## src/rtl/pwm_irq_ctrl.sv

```systemverilog
module pwm_irq_ctrl #(
  parameter int NSRC = 2
) (
  input  logic            clk,
  input  logic            rst_n,
  input  logic [NSRC-1:0] evt_i,
  input  logic            gen_wr_i,
  input  logic            gen_wdata_i,
  input  logic            en_wr_i,
  input  logic [NSRC-1:0] en_wdata_i,
  input  logic            ack_wr_i,
  input  logic [NSRC-1:0] ack_wdata_i,
  output logic            irq_o,
  output logic [NSRC-1:0] pend_o,
  output logic [NSRC-1:0] sticky_o
);

  logic            gen_q;
  logic [NSRC-1:0] en_q;
  logic [NSRC-1:0] clr;

  assign clr = ack_wr_i ? ack_wdata_i : '0;

  always_ff @(posedge clk) begin
    if (!rst_n) begin
      gen_q <= 1'b0;
      en_q  <= '0;
    end else begin
      if (gen_wr_i) gen_q <= gen_wdata_i;
      if (en_wr_i)  en_q  <= en_wdata_i;
    end
  end

  for (genvar i = 0; i < NSRC; i++) begin : g_src
    always_ff @(posedge clk) begin
      if (!rst_n) begin
        pend_o[i]   <= 1'b0;
        sticky_o[i] <= 1'b0;
      end else begin
        pend_o[i]   <= evt_i[i] | (pend_o[i] & ~clr[i]);
        sticky_o[i] <= sticky_o[i] | evt_i[i];
      end
    end

    p_set_r2: assert property (@(posedge clk) disable iff (!rst_n)
      evt_i[i] |=> pend_o[i]);
    p_ack_r3: assert property (@(posedge clk) disable iff (!rst_n)
      (ack_wr_i && ack_wdata_i[i] && !evt_i[i]) |=> !pend_o[i]);
    p_hold_r4: assert property (@(posedge clk) disable iff (!rst_n)
      (pend_o[i] && !clr[i]) |=> pend_o[i]);
    p_sticky_r5: assert property (@(posedge clk) disable iff (!rst_n)
      sticky_o[i] |=> sticky_o[i]);
    p_pend_sticky_r5: assert property (@(posedge clk) disable iff (!rst_n)
      pend_o[i] |-> sticky_o[i]);
  end

  assign irq_o = gen_q & |(pend_o & en_q);

  p_irq_src_r6: assert property (@(posedge clk) disable iff (!rst_n)
    irq_o |-> |pend_o);
  p_gen_off_r7: assert property (@(posedge clk) disable iff (!rst_n)
    (gen_wr_i && !gen_wdata_i) |=> !irq_o);
  p_mask_r8: assert property (@(posedge clk) disable iff (!rst_n)
    (en_wr_i && en_wdata_i == '0) |=> !irq_o);

endmodule

```

## config.mk

```make
export PLATFORM = sky130hd
export DESIGN_NAME = pwm_irq_ctrl
export DESIGN_NICKNAME = d
export VERILOG_FILES = /design/src/rtl/pwm_irq_ctrl.sv
export SDC_FILE = /design/constraint.sdc
export NUM_CORES = 1
export LEC_CHECK = 0
export ABC_CLOCK_PERIOD_IN_PS = 800
export CORE_AREA = 2 2 39 41
export DETAILED_ROUTE_END_ITERATION = 12
export DIE_AREA = 0 0 41 43
export MAX_ROUTING_LAYER = met4
export PLACE_DENSITY = 0.51
export SLEW_MARGIN = 30
export SYNTH_ARGS = -nofsm -noshare
export SYNTH_HDL_FRONTEND = slang
export SYNTH_SLANG_ARGS = --single-unit
```

## constraint.sdc

```tcl
create_clock -name clk -period 0.8 [get_ports clk]
set_input_delay 0.08 -clock clk [delete_from_list [all_inputs] [get_ports clk]]
set_output_delay 0.08 -clock clk [all_outputs]
set_load 0.05 [all_outputs]
```

==> impl_metrics.env <==
export IMPL_async_flop_share_pct=0
export IMPL_outcome="finished with violations"
export IMPL_intPower_mw=0.7154
export IMPL_rows=14
export IMPL_antenna_cells=0
export IMPL_syn_area_um2=247.7
export IMPL_holdPathStages=3
export IMPL_fp_dieW_um=41
export IMPL_syn_inst=23
export IMPL_ctsHoldBuffers=0
export IMPL_globalplace_congestion=0.6011
export IMPL_synth_top_family_by_area="compound AO/OA/AOI/OAI gates"
export IMPL_yosysTopAreaCell="dfxtp_1"
export IMPL_synth_most_common_cell="dfxtp_1"
export IMPL_vias=250
export IMPL_worst_pin_slew_ns=0.2734
export IMPL_fin_worst_skew_ns=0
export IMPL_gr_usage_all_layers_pct=10.09
export IMPL_io_pins=17
export IMPL_synth_mux_area_share_pct=12.12
export IMPL_synth_edf_count=0
export IMPL_fillers=136
export IMPL_finalPower_mw=0.9662
export IMPL_start_kind="register"
export IMPL_wl_um=653
export IMPL_start_util_pct=17.90
export IMPL_htree_levels=1
export IMPL_cp_data_arrival_time_ns=1.01
export IMPL_clock_sinks=7
export IMPL_p_clk_share_pct=32.8
export IMPL_yosysSeqAreaShare_pct=56.57
export IMPL_core_area_um2=1384
export IMPL_drtAntennaViolNets=0
export IMPL_ys_top_cells_by_count="dfxtp_1 (7), nor2b_1 (4), mux2i_1 (3)"
export IMPL_synthXorXnorAreaFrac_pct=0
export IMPL_synth_distinct_cells=8
export IMPL_tns_ns=-0.6091
export IMPL_synth_compound_area_share_pct=18.18
export IMPL_ys_warn_count=0
export IMPL_slew_violations=0
export IMPL_crit_end="irq_o"
export IMPL_wl_per_cell_um=10.53
export IMPL_path_class="register to output port"
export IMPL_power_leakage_nw=0.2384
export IMPL_grt_max_degree=8
export IMPL_end_kind="output port"
export IMPL_synthAdderAreaFrac_pct=0
export IMPL_clk_latency_ns=0.25
export IMPL_timing_rr_start="pend_o[0]"
export IMPL_peakVddDrop_v=0.0006430
export IMPL_yosys_most_used_dff="dfxtp_1"
export IMPL_power_density_nw_per_um2=1690
export IMPL_timing_rr_end="pend_o[0]"
export IMPL_die_area_um2=1763
export IMPL_die_height_um=43
export IMPL_first_global_vias=288
export IMPL_overflow=0
export IMPL_power_switching_mw=0.2508
export IMPL_ys_ff_latch=7
export IMPL_cts_buffers=3
export IMPL_setup_viol=6
export IMPL_switching_share_pct=25.96
export IMPL_drt_vias_per_instance=4.032
export IMPL_maxCapViolations=0
export IMPL_cts_tree="done"
export IMPL_timing_fmax_mhz=918.5
export IMPL_synth_top_area_share_pct=56.57
export IMPL_antenna_found_initial=0
export IMPL_critPathLaunch="pend_o[1]"
export IMPL_clk_path_buf_depth=2
export IMPL_r2r_cells=4
export IMPL_post_route_period_util_pct=136.1
export IMPL_avgSynthCellArea_um2=10.77
export IMPL_relSlewSlack_pct=81.74
export IMPL_utilization_pct=41.32
export IMPL_cp_max_fo=2
export IMPL_clk_pin_slew_ns=0.05
export IMPL_period_minus_slack_ns=1.089
export IMPL_failed_checks="setup timing"
export IMPL_dp_hpwl_um=527.3
export IMPL_port_buffers=16
export IMPL_grt_pass1_wl_um=1110
export IMPL_r2r_slack_ns=-0.05
export IMPL_hold_path_class="primary input to register"
export IMPL_synthSimpleGateAreaFrac_pct=10.10
export IMPL_hold_viol=0
export IMPL_drt_iter0_drc=0
export IMPL_nets=59
export IMPL_drive_above_1_share_pct=43.48
export IMPL_drc=0
export IMPL_seq_power_share_pct=40.7
export IMPL_cts_root_buffer="clkbuf_4"
export IMPL_cp_required_ns=0.72
export IMPL_fin_ws_ns=-0.2887
export IMPL_syn_nets=35
export IMPL_synth_area_top_cells="dfxtp_1 (57%), mux2i_1 (12%), nor2b_1 (10%), o21a_1 (6.1%), a31oi_1 (5.1%)"
export IMPL_synthToLayoutAreaGrowth_pct=130.8
export IMPL_comb_power_share_pct=26.5
export IMPL_rsz0062_at_grt="true"
export IMPL_dr_pass1_iters=1
kinds of logic (layout without fill, tap and decap cells):
family	after synthesis	count (layout)
AO/OA/AOI/OAI	7	7
AND/OR/NAND/NOR	4	4
buffers and inverters	2	25
flip-flops	7	7
multiplexers	3	3
power by group through the flow:
stage                     registers, mW  clock network, mW  logic (mW)
after CTS                         0.393              0.332       0.243
final                             0.393              0.317       0.256
after global placement            0.398                  0       0.237
after floorplan                   0.447                  0      0.0387
after detailed placement          0.399                  0       0.241
after global routing              0.396              0.352       0.273
state kept, by name, indices dropped and copies added (netlist names):
name      count
en_q          2
pend_o        2
sticky_o      2
gen_q         1
stage by stage:
step	hold WS, ns	area, um^2	std cells	worst slack [ns]
final	0.1934	571.8	62	-0.2887
after CTS	0.3975	546.8	61	-0.3105
after global routing	0.2147	571.8	62	-0.3285
after floorplan	0.1705	270.3	23	-0.1206
after global placement	0.4741	515.5	57	-0.1824
after detailed placement	0.4677	515.5	57	-0.2154
worst max-delay path, stage by stage, from the launching register on:
cell,delay [ns]
dfxtp_4,0.34
a22oi_2,0.20
nor2b_4,0.07
buf_12,0.15
cell type report:
cell class,count,area (um^2),share of cell area [%]
Inverter,2,7.507,1.313
Tap cell,16,20.02,3.501
Sequential cell,7,151.4,26.48
Multi-Input combinational cell,14,120.1,21.01
Timing Repair Buffer,19,246.5,43.11
Clock buffer,4,26.28,4.595
timing repair:
item                       4_1_cts  5_1_grt
pin swaps                        0        1
resized for setup                2        5
setup buffers                    0        1
setup endpoints to repair        5        7
cells in the final DEF, fill, tap and decap left out, drive strengths merged:
cell and count:
o21ai 2, o21a 2, mux2i 3, clkbuf 4, dfxtp 7, inv 2, a22oi 1, clkdlybuf4s50 10
buf 8, a31oi 2, dlymetal6s2s 1, nor2b 4
metal layers:
| metal | track usage (%) | share of wire (%) | vias to the layer above | wire length, um |
|---|---|---|---|---|
| met2 | 13.44 | 42 | 17 | 271 |
| met5 | - | 0 | - | 0 |
| li1 | - | - | 127 | - |
| met3 | 3.141 | 13 | 2 | 88 |
| met4 | 8.000 | 1.1 | 0 | 7 |
| met1 | 11.94 | 44 | 104 | 285 |
worst min path at each step:
stage | from | slack [ns] | end
after floorplan | ack_wr_i | 0.17 | pend_o[0]
after global placement | sticky_o[0] | 0.47 | sticky_o[0]
after detailed placement | sticky_o[1] | 0.47 | sticky_o[1]
after CTS | ack_wdata_i[1] | 0.40 | pend_o[1]
after global routing | rst_n | 0.21 | pend_o[0]
final | rst_n | 0.19 | pend_o[1]
Power figures use the tool's default switching activity.
